$ cat src/rtl/ipar_pkg.sv
package ipar_pkg;

    localparam int CLS_RAW_W  = 6;
    localparam int CLS_ID_W   = 5;
    localparam int PREFIX_W   = 4;
    localparam int FMT_W      = 3;
    localparam int OPC_W      = 5;
    localparam int N_OPND     = 3;
    localparam int FLEN_W     = 5;

    typedef enum logic [2:0] {
        ST_IDLE,
        ST_CLS,
        ST_FMT,
        ST_OPD,
        ST_OPC,
        ST_OUT,
        ST_HALT
    } ipar_state_e;

    typedef struct packed {
        logic [1:0]        order;
        logic [FLEN_W-1:0] opnd_len;
        logic [2:0]        fmt_w;
        logic [2:0]        opc_w;
    } ipar_layout_t;

endpackage

$ cat src/rtl/ipar_class_rom.sv
module ipar_class_rom
    import ipar_pkg::*;
#(
    parameter int OPND_STEP = 4,
    parameter int OPND_MAX  = 16,
    parameter int SHORT_CLS = 14,
    parameter int EXT_OPC_W = 5
) (
    input  logic [CLS_ID_W-1:0] cls_id,
    output ipar_layout_t        lay
);

    localparam int LAST_CLS = SHORT_CLS + 7;

    int len_calc;

    always_comb begin
        len_calc = OPND_STEP * (int'(cls_id) / 4 + 1);
        if (len_calc > OPND_MAX) begin
            len_calc = OPND_MAX;
        end
        lay.order    = cls_id[1:0];
        lay.fmt_w    = {1'b0, cls_id[1:0]};
        lay.opnd_len = FLEN_W'(len_calc);
        if (cls_id == CLS_ID_W'(LAST_CLS)) begin
            lay.opc_w = 3'd0;
        end else if (cls_id < CLS_ID_W'(SHORT_CLS)) begin
            lay.opc_w = 3'(2 + int'(cls_id) % 3);
        end else begin
            lay.opc_w = 3'(EXT_OPC_W);
        end
    end

endmodule

$ cat src/rtl/ipar_field_pick.sv
module ipar_field_pick #(
    parameter int WIN_W = 64,
    parameter int OFF_W = 5,
    parameter int LEN_W = 5,
    parameter int MAX_W = 16
) (
    input  logic [WIN_W-1:0] win,
    input  logic [OFF_W-1:0] off,
    input  logic [LEN_W-1:0] len,
    output logic [MAX_W-1:0] fld
);

    logic [WIN_W-1:0] shifted;

    assign shifted = win >> off;

    for (genvar i = 0; i < MAX_W; i++) begin : g_mask
        assign fld[i] = shifted[i] & (len > LEN_W'(i));
    end

endmodule

$ cat src/rtl/bit_instr_parser.sv
module bit_instr_parser
    import ipar_pkg::*;
#(
    parameter int PTR_W  = 16,
    parameter int OPND_W = 16,
    parameter int WA_W   = PTR_W - 5,
    parameter int LEN_W  = $clog2(15 + 3 * OPND_W)
) (
    input  logic                       clk,
    input  logic                       rst_n,
    input  logic                       start,
    input  logic [PTR_W-1:0]           start_bit,
    output logic [WA_W-1:0]            mem_addr0,
    output logic [WA_W-1:0]            mem_addr1,
    input  logic [31:0]                mem_rdata0,
    input  logic [31:0]                mem_rdata1,
    output logic                       out_valid,
    input  logic                       out_ready,
    output logic [CLS_RAW_W-1:0]       out_cls,
    output logic [FMT_W-1:0]           out_fmt,
    output logic [N_OPND*OPND_W-1:0]   out_opnd,
    output logic [N_OPND-1:0]          out_opnd_vld,
    output logic [OPC_W-1:0]           out_opc,
    output logic [PTR_W-1:0]           out_start,
    output logic [LEN_W-1:0]           out_len,
    output logic                       overrun
);

    localparam int WORD_W     = 32;
    localparam int OFF_W      = $clog2(WORD_W);
    localparam int WIN_W      = 2 * WORD_W;
    localparam int PICK_W     = (OPND_W > CLS_RAW_W) ? OPND_W : CLS_RAW_W;
    localparam int SHORT_CLS  = 14;
    localparam logic [PTR_W:0] LIMIT = {1'b1, {PTR_W{1'b0}}};

    typedef struct packed {
        ipar_state_e                st;
        logic [PTR_W:0]             ptr;
        logic [PTR_W:0]             ibeg;
        logic [CLS_RAW_W-1:0]       cls;
        logic [CLS_ID_W-1:0]        cid;
        logic [FMT_W-1:0]           fmt;
        logic [N_OPND*OPND_W-1:0]   opnd;
        logic [N_OPND-1:0]          vld;
        logic [1:0]                 idx;
        logic [OPC_W-1:0]           opc;
        logic                       ovr;
    } regs_t;

    regs_t r_q, r_d;

    logic [WIN_W-1:0]   win;
    logic [FLEN_W-1:0]  pick_len;
    logic [FLEN_W-1:0]  cons_w;
    logic [PICK_W-1:0]  fld;
    logic [PTR_W:0]     ptr_adv;
    logic               fits;
    logic               is_ext;
    logic               explicit_op;
    ipar_layout_t       lay;

    // window over the current word and its successor
    assign mem_addr0 = r_q.ptr[PTR_W-1:OFF_W];
    assign mem_addr1 = r_q.ptr[PTR_W-1:OFF_W] + WA_W'(1);
    assign win       = {mem_rdata1, mem_rdata0};

    ipar_class_rom #(
        .OPND_STEP (4),
        .OPND_MAX  (OPND_W),
        .SHORT_CLS (SHORT_CLS),
        .EXT_OPC_W (OPC_W)
    ) u_rom (
        .cls_id (r_q.cid),
        .lay    (lay)
    );

    ipar_field_pick #(
        .WIN_W (WIN_W),
        .OFF_W (OFF_W),
        .LEN_W (FLEN_W),
        .MAX_W (PICK_W)
    ) u_pick (
        .win (win),
        .off (r_q.ptr[OFF_W-1:0]),
        .len (pick_len),
        .fld (fld)
    );

    assign explicit_op = r_q.fmt[r_q.idx];

    // how many bits the extractor exposes this cycle
    always_comb begin
        unique case (r_q.st)
            ST_CLS:  pick_len = FLEN_W'(CLS_RAW_W);
            ST_FMT:  pick_len = FLEN_W'(lay.fmt_w);
            ST_OPD:  pick_len = explicit_op ? lay.opnd_len : '0;
            ST_OPC:  pick_len = FLEN_W'(lay.opc_w);
            default: pick_len = '0;
        endcase
    end

    always_comb begin
        r_d    = r_q;
        is_ext = fld[PREFIX_W-1:0] >= PREFIX_W'(SHORT_CLS);

        if (r_q.st == ST_CLS) begin
            cons_w = is_ext ? FLEN_W'(CLS_RAW_W) : FLEN_W'(PREFIX_W);
        end else begin
            cons_w = pick_len;
        end
        ptr_adv = r_q.ptr + (PTR_W+1)'(cons_w);
        fits    = ptr_adv <= LIMIT;

        unique case (r_q.st)
            ST_CLS: begin
                if (fits) begin
                    r_d.ibeg = r_q.ptr;
                    r_d.ptr  = ptr_adv;
                    if (is_ext) begin
                        r_d.cls = fld[CLS_RAW_W-1:0];
                        r_d.cid = CLS_ID_W'(SHORT_CLS) + {2'b00, fld[0], fld[5:4]};
                    end else begin
                        r_d.cls = {2'b00, fld[PREFIX_W-1:0]};
                        r_d.cid = {1'b0, fld[PREFIX_W-1:0]};
                    end
                    r_d.fmt  = '0;
                    r_d.opnd = '0;
                    r_d.vld  = '0;
                    r_d.opc  = '0;
                    r_d.idx  = '0;
                    r_d.st   = ST_FMT;
                end
            end
            ST_FMT: begin
                if (fits) begin
                    r_d.fmt = fld[FMT_W-1:0];
                    r_d.ptr = ptr_adv;
                    r_d.idx = '0;
                    r_d.st  = (lay.order == 2'd0) ? ST_OPC : ST_OPD;
                end
            end
            ST_OPD: begin
                if (fits) begin
                    for (int i = 0; i < N_OPND; i++) begin
                        if (r_q.idx == 2'(i)) begin
                            r_d.opnd[i*OPND_W +: OPND_W] = explicit_op ? fld[OPND_W-1:0] : '0;
                            r_d.vld[i] = explicit_op;
                        end
                    end
                    r_d.ptr = ptr_adv;
                    r_d.idx = r_q.idx + 2'd1;
                    if (r_q.idx == lay.order - 2'd1) begin
                        r_d.st = ST_OPC;
                    end
                end
            end
            ST_OPC: begin
                if (fits) begin
                    r_d.opc = fld[OPC_W-1:0];
                    r_d.ptr = ptr_adv;
                    r_d.st  = ST_OUT;
                end
            end
            ST_OUT: begin
                if (out_ready) begin
                    r_d.st = ST_CLS;
                end
            end
            default: begin
            end
        endcase

        // any field running past the store end halts the walk
        if ((r_q.st == ST_CLS || r_q.st == ST_FMT || r_q.st == ST_OPD ||
             r_q.st == ST_OPC) && !fits) begin
            r_d.st  = ST_HALT;
            r_d.ovr = 1'b1;
        end

        if (start) begin
            r_d.st  = ST_CLS;
            r_d.ptr = {1'b0, start_bit};
            r_d.ovr = 1'b0;
        end
    end

    always_ff @(posedge clk or negedge rst_n) begin
        if (!rst_n) begin
            r_q     <= '0;
            r_q.st  <= ST_IDLE;
        end else begin
            r_q <= r_d;
        end
    end

    assign out_valid    = (r_q.st == ST_OUT);
    assign out_cls      = r_q.cls;
    assign out_fmt      = r_q.fmt;
    assign out_opnd     = r_q.opnd;
    assign out_opnd_vld = r_q.vld;
    assign out_opc      = r_q.opc;
    assign out_start    = r_q.ibeg[PTR_W-1:0];
    assign out_len      = LEN_W'(r_q.ptr - r_q.ibeg);
    assign overrun      = r_q.ovr;

endmodule

$ cat config.mk
export PLATFORM = sky130hd
export DESIGN_NAME = bit_instr_parser
export DESIGN_NICKNAME = d
export VERILOG_FILES = /design/src/rtl/ipar_pkg.sv /design/src/rtl/ipar_class_rom.sv /design/src/rtl/ipar_field_pick.sv /design/src/rtl/bit_instr_parser.sv
export SDC_FILE = /design/constraint.sdc
export NUM_CORES = 1
export LEC_CHECK = 0
export BUFFER_PORTS_ARGS = -buffer_cell sky130_fd_sc_hd__buf_2
export CORE_UTILIZATION = 45
export CTS_CLUSTER_SIZE = 12
export DETAILED_ROUTE_END_ITERATION = 7
export PLACE_DENSITY = 0.76
export SYNTH_ARGS = -nofsm -noshare
export SYNTH_HDL_FRONTEND = slang
export SYNTH_SLANG_ARGS = --single-unit
$ cat constraint.sdc
create_clock -name clk -period 21.7 [get_ports clk]
set_input_delay 1.085 -clock clk [delete_from_list [all_inputs] [get_ports clk]]
set_output_delay 1.085 -clock clk [all_outputs]
set_load 0.05 [all_outputs]
== Word-level counts from Yosys, hierarchy flattened ==
Cells that the tools add are included.
Widths: inputs -> output; s select.

* Bits in registers: 110
* Output and inout port bits: 111
* Input port bits: 84
* Logic and storage cells: 149

* $add $sub $neg: 8
* Bitwise gates (word level): 16
* Div/mod/pow operators: 1
* Multiplexer cells: 38
* Magnitude comparators: 21
* Reductions and logical operators: 23
* Shift-type cells: 1
* Equality and inequality tests: 26

{| class="wikitable"
|+ Operators with widths
! cell !! count
|-
| $mux 109 || 1
|-
| $pmux 51 s2 || 1
|-
| $mux 20 || 4
|-
| $pmux 17 s4 || 1
|-
| $mux 16 || 4
|-
| $shr 64x5->16 || 1
|-
| $mux 53 || 1
|-
| $gt 5x4->1 const B || 8
|-
| $mod 6x3->32 const B || 1
|-
| $mux 3 || 7
|-
| $gt 5x3->1 const B || 4
|-
| $mux 5 || 4
|-
| $ne 4x3->1 const B || 5
|-
| $pmux 5 s4 || 1
|-
| $add 17x5->17 || 1
|-
| $le 17x17->1 const B || 1
|-
| $and 1x1->1 || 16
|-
| $reduce_and 4->1 || 4
|-
| $pmux 3 s5 || 1
|-
| $ne 2x2->1 const B || 7
|-
| $ne 3x3->1 const B || 4
|-
| $add 11x1->11 const B || 1
|-
| $mux 11 || 1
|-
| $gt 5x1->1 const B || 2
|-
| 37 further kinds || 53
|}

== Logic depth before layout (Yosys ltp) ==
Gate-level depths: netlist of the first run.

* Word-level depth: 16
* Depth in mapped cells: 36
* Mapped depth without buffers: 33

== Modules after synthesis ==
A second synthesis of the first run with hierarchy kept.

* Cell total of the unflattened synthesis: 969
* Area, all modules: 10228.6 µm²

{| class="wikitable"
|+ Modules (own cells, without submodules)
! module !! cells an instance !! times used !! area an instance (µm²) !! sequential area each (µm²)
|-
| bit_instr_parser || 638 || 1 || 6781.5 || 2727.6
|-
| ipar_field_pick || 238 || 1 || 2743.9 || 0.0
|-
| ipar_class_rom || 93 || 1 || 703.2 || 0.0
|}

== Worst setup path before layout of the first run ==
OpenSTA, ideal clock, no wires.

* Path type: register to register
* From: register r_q[66] in the netlist's numbering
* To: register r_q[92] in the netlist's numbering
* Buffers on the path: 4
* Period minus slack after synthesis: 7.474 ns
* Cell stages (with the launch flop): 36
* Data required time: 21.568 ns
* Slack: 14.226 ns
* Arrival: 7.342 ns
* Library setup time: 0.132 ns
* Cells stage by stage: dfrtp_1 > buf_2 > buf_1 > or2_2 > inv_1 > ha_1 > nand2b_1 > a22o_1 > o311a_1 > ha_1 > a31o_1 > or3_1 > xnor2_1 > inv_1 > ha_1 > a311oi_1 > a31oi_1 > a21o_1 > a221o_1 > a21oi_1 > nor3_1 > or2_2 > fa_1 > nor2b_1 > o21ai_1 > a21oi_1 > or2_2 > o2111ai_1 > a211o_1 > o21bai_1 > buf_2 > mux2i_1 > a21oi_1 > buf_2 > mux2i_1 > o21ai_1

* Cells in the longest elaborated chain, start to end: 14
* Elaborated cells between the ends (all ways): 35
* Those cells by class: 3 x add/sub; 1 x div; 8 x order compare; 5 x eq/ne; 13 x mux; 4 x bitwise; 1 x reduce/logical

{| class="wikitable"
|+ RTL lines
! element !! RTL line !! text
|-
| start, declared || bit_instr_parser.sv:50 || <nowiki>regs_t r_q, r_d;</nowiki>
|-
| start signal, assigned || bit_instr_parser.sv:192 || <nowiki>r_q <= r_d;</nowiki>
|-
| $mod 6x3->32 / $add 3x1->4 (equally long branches) || ipar_class_rom.sv:28, ipar_class_rom.sv:18 ||
|-
| $add 3x3->3 / $gt 6x5->1 (equally long branches) || ipar_class_rom.sv:28, ipar_class_rom.sv:19 ||
|-
| $mux 3 / $mux 5 (equally long branches) || ipar_class_rom.sv:27, ipar_class_rom.sv:19 ||
|-
| $mux 3 / $mux 5 (equally long branches) || ipar_class_rom.sv:25, bit_instr_parser.sv:96 ||
|-
| $pmux 5 s4 * || bit_instr_parser.sv:93 || <nowiki>unique case (r_q.st)</nowiki>
|-
| $gt 5x1->1 / $gt 5x2->1 (equally long branches) || ipar_field_pick.sv:18 || <nowiki>assign fld[i] = shifted[i] & (len > LEN_W'(i));</nowiki>
|-
| $and 1x1->1 || ipar_field_pick.sv:18 ||
|-
| $ge 4x4->1 || bit_instr_parser.sv:104 || <nowiki>is_ext = fld[PREFIX_W-1:0] >= PREFIX_W'(SHORT_CLS);</nowiki>
|-
| $mux 2 || bit_instr_parser.sv:107 || <nowiki>cons_w = is_ext ? FLEN_W'(CLS_RAW_W) : FLEN_W'(PREFIX_W);</nowiki>
|-
| $mux 5 * || bit_instr_parser.sv:106 || <nowiki>if (r_q.st == ST_CLS) begin</nowiki>
|-
| $add 17x5->17 * || bit_instr_parser.sv:111 || <nowiki>ptr_adv = r_q.ptr + (PTR_W+1)'(cons_w);</nowiki>
|-
| $le 17x17->1, or another cell as far along || bit_instr_parser.sv:112 || <nowiki>fits = ptr_adv <= LIMIT;</nowiki>
|-
| $ne 3x3->1 (no source line) / $pmux 17 s4 (equally long branches) || n/a ||
|-
| $reduce_and 5->1 (no source line) / $mux 20 (equally long branches) || n/a ||
|}

Every way passes the cells marked *; elsewhere a longest branch is shown, timed or not. The select of a mux whose other input is x is not followed.
A chain may end at the register's enable or synchronous reset.

== Final worst setup path of the first run ==
* From: register r_q[66] in the netlist's numbering
* To: register r_q[66] in the netlist's numbering

* Cells in the longest elaborated chain, start to end: 13
* Elaborated cells between the ends (all ways): 31
* Those cells by class: 4 x add/sub; 1 x div; 10 x order compare; 1 x eq/ne; 8 x mux; 6 x bitwise; 1 x reduce/logical

{| class="wikitable"
|+ RTL lines
! element !! RTL line
|-
| $mod 6x3->32 / $add 3x1->4 (equally long branches) || ipar_class_rom.sv:28, ipar_class_rom.sv:18
|-
| $add 3x3->3 / $gt 6x5->1 (equally long branches) || ipar_class_rom.sv:28, ipar_class_rom.sv:19
|-
| $mux 3 / $mux 5 (equally long branches) || ipar_class_rom.sv:27, ipar_class_rom.sv:19
|-
| $mux 3 / $mux 5 (equally long branches) || ipar_class_rom.sv:25, bit_instr_parser.sv:96
|-
| $pmux 5 s4 * || bit_instr_parser.sv:93
|-
| $gt 5x1->1 / $gt 5x2->1 (equally long branches) || ipar_field_pick.sv:18
|-
| $and 1x1->1 || ipar_field_pick.sv:18
|-
| $ge 4x4->1 || bit_instr_parser.sv:104
|-
| $mux 2 || bit_instr_parser.sv:107
|-
| $mux 5 || bit_instr_parser.sv:106
|-
| $add 17x5->17 || bit_instr_parser.sv:111
|-
| $le 17x17->1 || bit_instr_parser.sv:112
|-
| $reduce_and 2->1 (no source line) || n/a
|}

Every way passes the cells marked *; elsewhere a longest branch is shown, timed or not.

==> results.json, run 1 <==
{
  "maxCapViolCount": 0,
  "fp.dieW_um": 142.5,
  "synth_fp_nets": 1143,
  "power.internal_mw": 0.7213,
  "holdPathStages": 2,
  "path_clk_slew_ns": 0.08,
  "firstDrtPassIters": 6,
  "reg2reg_from": "r_q[66]",
  "drc": 0,
  "ys_warn_count": 0,
  "dpl.hpwl_um": 16930,
  "clock-root-buffer": "clkbuf_16",
  "clock_skew_ns": 0.006633,
  "period_needed_ns": 9.619,
  "clk_path_buf_depth": 2,
  "path_max_fanout": 25,
  "p_seq_share_pct": 18.4,
  "synth-edff-count": 0,
  "io_pins": 195,
  "routabilityCongestion": 0.9255,
  "start_kind": "flop",
  "max_stage_delay_ns": 0.98,
  "drv_slew": 0,
  "r2r_cells": 30,
  "p_switching_mw": 0.9011,
  "grt_start_max_net_pins": 65,
  "rsz0062_at_grt": "false",
  "synthFlopType": "dfrtp_1",
  "ant_nets": 0,
  "first_iter_violations": 523,
  "vias": 7496,
  "async_reset_ff_share_pct": 100.0,
  "synth_cells": 1030,
  "cp.arrival_ns": 9.86,
  "p_clk_share_pct": 10.3,
  "slew_headroom_pct": 19.07,
  "cts.repair.resized": 0,
  "final_util_pct": 49.18,
  "peakVddDrop_mv": 0.1862,
  "r2r_setup_slack_ns": 12.08,
  "nNetsFinal": 1184,
  "grt_pass1_vias": 7018,
  "ys_seq_elements": 109,
  "endpoint_kind": "flop",
  "grt_pass1_wl_um": 36600,
  "worstMarginPinSlew_ns": 1.208,
  "cts_sinks": 109,
  "diodes": 0,
  "grtUsageTotal_pct": 22.96,
  "min_to": "out_start[11]",
  "crit_type": "reg2reg",
  "insertion_delay_ns": 0.36,
  "cp_num_buf_inv": 2,
  "final_layout_size_suffix_gt1_share_pct": 27.60,
  "die_h_um": 142.5,
  "leakagePower_nw": 4.685,
  "comb_power_share_pct": 71.3,
  "synthTopCellsByArea": "dfrtp_1 (31%), buf_4 (7.9%), mux2i_1 (7.2%)",
  "slowest_stage": "nor2b_2",
  "antenna_found_initial": 0,
  "grt_overflow": 0,
  "hp-start": "out_start[11]",
  "dieArea_um2": 20310,
  "routed_wl_um": 22790,
  "area.growth.synth_to_final_pct": 7.349,
  "crit_top_cell": "ha_1",
  "hold_violations": 0,
  "cp.required_ns": 21.95,
  "synth_top_area_share_pct": 30.69,
  "fmax_mhz": 104.0,
  "core.rowCount": 51,
  "postSynthAreaPerCell_um2": 8.628,
  "viasPerCell": 5.590,
  "hold_buffers": 0,
  "fin_tns_setup_ns": 0,
  "cts_setup_buffers": 0,
  "ys_seq_area_share_pct": 30.69,
  "core-area_um2": 19400,
  "netSwitchingFraction_pct": 55.54,
  "final-setup-viol-count": 0,
  "fin_crit_sh_pct": 44.32,
  "synth_cell_types": 78,
  "port_buffers": 177,
  "synth_largest_area_cell": "dfrtp_1",
  "initial_core_util_pct": 45.81,
  "wl_per_cell_um": 16.99,
  "min_path_type": "reg2reg",
  "cts_tree": "yes",
  "htree_num_levels": 3,
  "cts_made_buffers": 9,
  "power_density_nw_per_um2": 170.0,
  "synth_area_um2": 8887,
  "status": "finished clean",
  "path_delay_family": "compound AO/OA/AOI/OAI gates",
  "r2r_end": "r_q[66]"
}
==> Yosys cell counts (all sizes together), types with 15 or more instances <==
master  count
a21oi      49
dfrtp     109
nand2     124
a31oi      15
xnor2      15
mux4       15
buf       109
ha         27
nor3       26
nor2       76
clkbuf     50
mux2i      64
nand3      18
inv        40
mux2       48
o21ai      76
==> worst max-delay path by stage <==
| stage | start | end | slack, ns | cells past startpoint |
|---|---|---|---|---|
| floorplan | r_q[66] | r_q[92] | 14.23 | 35 |
| global placement | r_q[66] | r_q[66] | 12.35 | 30 |
| detailed placement | r_q[66] | r_q[66] | 12.29 | 30 |
| CTS | r_q[66] | r_q[66] | 12.21 | 30 |
| global route | r_q[66] | r_q[63] | 11.43 | 31 |
| finish | r_q[66] | r_q[66] | 12.08 | 30 |
==> logic make-up after synthesis <==
family,count (synthesis),synth area share (%)
mux,127,17.13
simple gates,312,16.04
fa+ha+maj,30,4.364
compound gates,228,16.78
xor+xnor,25,2.464
buf+inv,199,12.53
flops,109,30.69
==> sequential cells by signal, summed over array words and instances (netlist names) <==
signal / count
out_opnd: 48
mem_addr0: 11
out_cls: 6
out_start: 16
r_q: 16
out_opnd_vld: 3
overrun: 1
out_fmt: 3
out_opc: 5
==> area by class of cell <==
class                      count  area, um2
clock inverter                 7      77.57
sequential                   109       2729
inverter                      40      150.1
fill                        1918       9858
tap                          265      331.6
clock buffer                   9      225.2
multi-input combinational    722       5049
timing repair buffer         189      978.4
==> tightest hold or removal path, cell delays in order, from the launching register on <==
cell and delay (ns):
dfrtp_1 0.34, nand2_1 0.05, nand2_1 0.05
==> power groups by stage <==
stage / logic (mW) / registers (mW) / clock network [mW]
after global routing: 1.25 / 0.306 / 0.178
final: 1.16 / 0.299 / 0.167
after floorplan: 0.950 / 0.274 / 0
after global placement: 1.13 / 0.300 / 0
after detailed placement: 1.14 / 0.302 / 0
after CTS: 1.15 / 0.299 / 0.173
==> metal layers <==
layer  track usage, %  wire (um)
met2            37.20      10320
met5                0          0
met3            4.677       1485
met4            6.565        400
met1            30.89      10580
==> placed cells by master (no fill, tap or decap), types with 4 or more instances in the layout <==
cell / Yosys / routed
a2bb2oi_1: 6 / 6
inv_2: 6 / 6
a31oi_1: 15 / 15
mux4_2: 15 / 15
inv_1: 34 / 34
nand3_1: 18 / 18
a211oi_1: 9 / 9
buf_2: 8 / 176
o31ai_1: 4 / 4
nor2b_1: 9 / 8
mux2i_1: 64 / 64
and3_1: 8 / 8
o21ai_1: 10 / 10
o21bai_1: 5 / 5
o21ai_0: 65 / 65
nor2_1: 76 / 76
nand2_1: 123 / 123
nor3_1: 25 / 25
xnor2_1: 15 / 15
a311oi_1: 5 / 5
and2_1: 11 / 11
dfrtp_1: 109 / 108
xor2_1: 10 / 10
buf_4: 93 / 13
mux2_2: 47 / 47
a21o_1: 9 / 9
or3_1: 8 / 8
nand2b_1: 6 / 6
or2_2: 10 / 10
clkbuf_16: 0 / 9
a21oi_1: 49 / 49
ha_1: 27 / 27
==> through the flow <==
stage	cell area [um2]	hold WS (ns)	power, mW	std cells	setup slack, ns
2_1_floorplan	8887	0.4471	1.224	1030	14.23
3_3_place_gp	9238	0.4555	1.426	1325	12.35
3_5_place_dp	9238	0.4585	1.443	1325	12.29
4_1_cts	9540	0.4779	1.618	1341	12.21
5_1_grt	9540	0.5072	1.736	1341	11.43
6_report	9540	0.4744	1.622	1341	12.08
No activity file was read; power rests on OpenSTA's default activity.
==> run 2, diff against run 1 <==
==> constraint.sdc (replaced) <==
create_clock -name clk -period 9.2 [get_ports clk]
set_input_delay 0.46 -clock clk [delete_from_list [all_inputs] [get_ports clk]]
set_output_delay 0.46 -clock clk [all_outputs]
set_load 0.05 [all_outputs]
==> run 2 against run 1 <==
Global-route usage is 0.23 points lower. Final cell count is 0.45% higher. Sequential power is 140% higher. Wire length is 0.52% lower. Worst setup slack worse by 11 ns. Via count is 0.45% higher. Total power is 140% higher.
==> results.json, run 2 (synthesis gave the netlist of run 1 again) <==
{
  "status": "finished clean",
  "nNetsFinal": 1190,
  "hold_violations": 0,
  "core-area_um2": 19400,
  "leakagePower_nw": 4.714,
  "fin_crit_sh_pct": 92.27,
  "fp.dieW_um": 142.5,
  "min_path_type": "in2async",
  "cp.required_ns": 9.48,
  "area.growth.synth_to_final_pct": 7.912,
  "power_density_nw_per_um2": 400.5,
  "antenna_found_initial": 0,
  "start_kind": "flop",
  "grtUsageTotal_pct": 22.73,
  "hold_buffers": 0,
  "largest_register_ffs": 48,
  "clk_path_buf_depth": 2,
  "rsz0062_at_grt": "false",
  "routed_wl_um": 22670,
  "grt_overflow": 0,
  "post-place-ws_ns": 0.8204,
  "power.internal_mw": 1.715,
  "p_clk_share_pct": 10.4,
  "core.rowCount": 51,
  "cts_tree": "yes",
  "fin_tns_setup_ns": 0,
  "drc": 0,
  "io_pins": 195,
  "final-setup-viol-count": 0,
  "clock_skew_ns": 0.008010,
  "cts_sinks": 109,
  "path_delay_family": "compound AO/OA/AOI/OAI gates",
  "p_seq_share_pct": 18.4,
  "cts_made_buffers": 9,
  "worstMarginPinSlew_ns": 0.9711,
  "finalPower_mw": 3.841,
  "wl_per_cell_um": 16.83,
  "netSwitchingFraction_pct": 55.34,
  "initial_core_util_pct": 45.81,
  "final_layout_size_suffix_gt1_share_pct": 28.10,
  "cts.repair.resized": 0,
  "comb_power_share_pct": 71.2,
  "path_clk_slew_ns": 0.08,
  "crit_type": "reg2reg",
  "path_max_fanout": 14,
  "cts_setup_buffers": 0,
  "maxCapViolCount": 0,
  "layout_commonest_cell": "buf_2",
  "peakVddDrop_mv": 0.6090,
  "drv_slew": 0,
  "clock-root-buffer": "clkbuf_16",
  "slew_headroom_pct": 34.83,
  "viasPerCell": 5.590,
  "cp.arrival_ns": 8.77,
  "nFillCells": 1848,
  "grt_pass1_vias": 7130,
  "first_iter_violations": 520,
  "port_buffers": 177,
  "vias": 7530,
  "endpoint_kind": "flop",
  "setup_ws_ns": 0.7112,
  "dieArea_um2": 20310,
  "firstDrtPassIters": 5,
  "ant_nets": 0,
  "period_needed_ns": 8.489,
  "mostFrequentLayoutCells": "buf_2 (176), nand2_1 (123), dfrtp_1 (107)",
  "fmax_mhz": 117.8,
  "diodes": 0,
  "grt_start_max_net_pins": 74,
  "p_switching_mw": 2.126,
  "dpl.hpwl_um": 17060,
  "insertion_delay_ns": 0.36,
  "grt_pass1_wl_um": 36560,
  "routabilityCongestion": 0.9153,
  "htree_num_levels": 3,
  "die_h_um": 142.5,
  "slowest_stage": "dfrtp_1",
  "cp_num_buf_inv": 2,
  "max_stage_delay_ns": 0.60
}
[run 2: cell count changes in the layout (fill, tap and decap cells not counted)]
cell      delta
buf_4        +6
clkinv_2     -1
clkinv_4     +1
clkinv_8     -1
dfrtp_1      -1
dfrtp_2      +1
inv_12       +1
[run 2: path summary, 6_finish.rpt]
kind	startpoint	end	slack [ns]	depth (start not counted)
worst min register to register	out_start[11]	out_start[11]	0.47	2
worst max register to register	r_q[66]	out_opnd[20]	0.71	31
worst max-delay path	r_q[66]	out_opnd[20]	0.71	31
min in group clk	start_bit[1]	r_q[91]	0.31	3
max in group asynchronous	rst_n	r_q[90]	7.81	2
worst min-delay path	rst_n	out_cls[3]	0.05	1
[run 2: worst reg2reg max path, delay by kind of cell (launching register included)]
kind                     cells  cell delay (ns)
buffers and inverters        2             0.16
AND/OR/NAND/NOR              9             2.32
adder cells (fa/ha/maj)      4             1.11
AO/OA/AOI/OAI               15             3.93
flip-flops                   1             0.60
XOR/XNOR                     1             0.29
[run 2: power groups by stage]
stage | logic [mW] | clock network [mW] | registers [mW]
floorplan | 2.24 | 0 | 0.645
global placement | 2.65 | 0 | 0.707
detailed placement | 2.70 | 0 | 0.712
CTS | 2.72 | 0.409 | 0.703
global route | 2.97 | 0.427 | 0.722
finish | 2.74 | 0.400 | 0.706
[run 2: cell type report]
cell class | count | area [um2] | share of cell area, %
Multi-Input combinational cell | 722 | 5049 | 52.64
Inverter | 40 | 150.1 | 1.566
Sequential cell | 109 | 2730 | 28.47
Timing Repair Buffer | 195 | 1023 | 10.67
Clock inverter | 7 | 81.33 | 0.8480
Tap cell | 265 | 331.6 | 3.457
Clock buffer | 9 | 225.2 | 2.348
[run 2: per-layer routing]
metal  track usage (%)  vias up  routed length (um)
met5                 0        -                   0
met3             4.980       34                1615
li1                  -     3631                   -
met2             36.17      283               10310
met4             6.961        0                 419
met1             30.72     3582               10330
[run 2: per-stage QoR]
| step | utilization [%] | cell area, um2 | hold WS (ns) | cells |
|---|---|---|---|---|
| after detailed placement | 47.85 | 9283 | 0.4506 | 1331 |
| after global routing | 49.44 | 9590 | 0.07688 | 1347 |
| final | 49.44 | 9590 | 0.04554 | 1347 |
| after global placement | 47.85 | 9283 | 0.4516 | 1331 |
| after CTS | 49.43 | 9589 | 0.05480 | 1347 |
| after floorplan | - | 8887 | 0.1644 | 1030 |
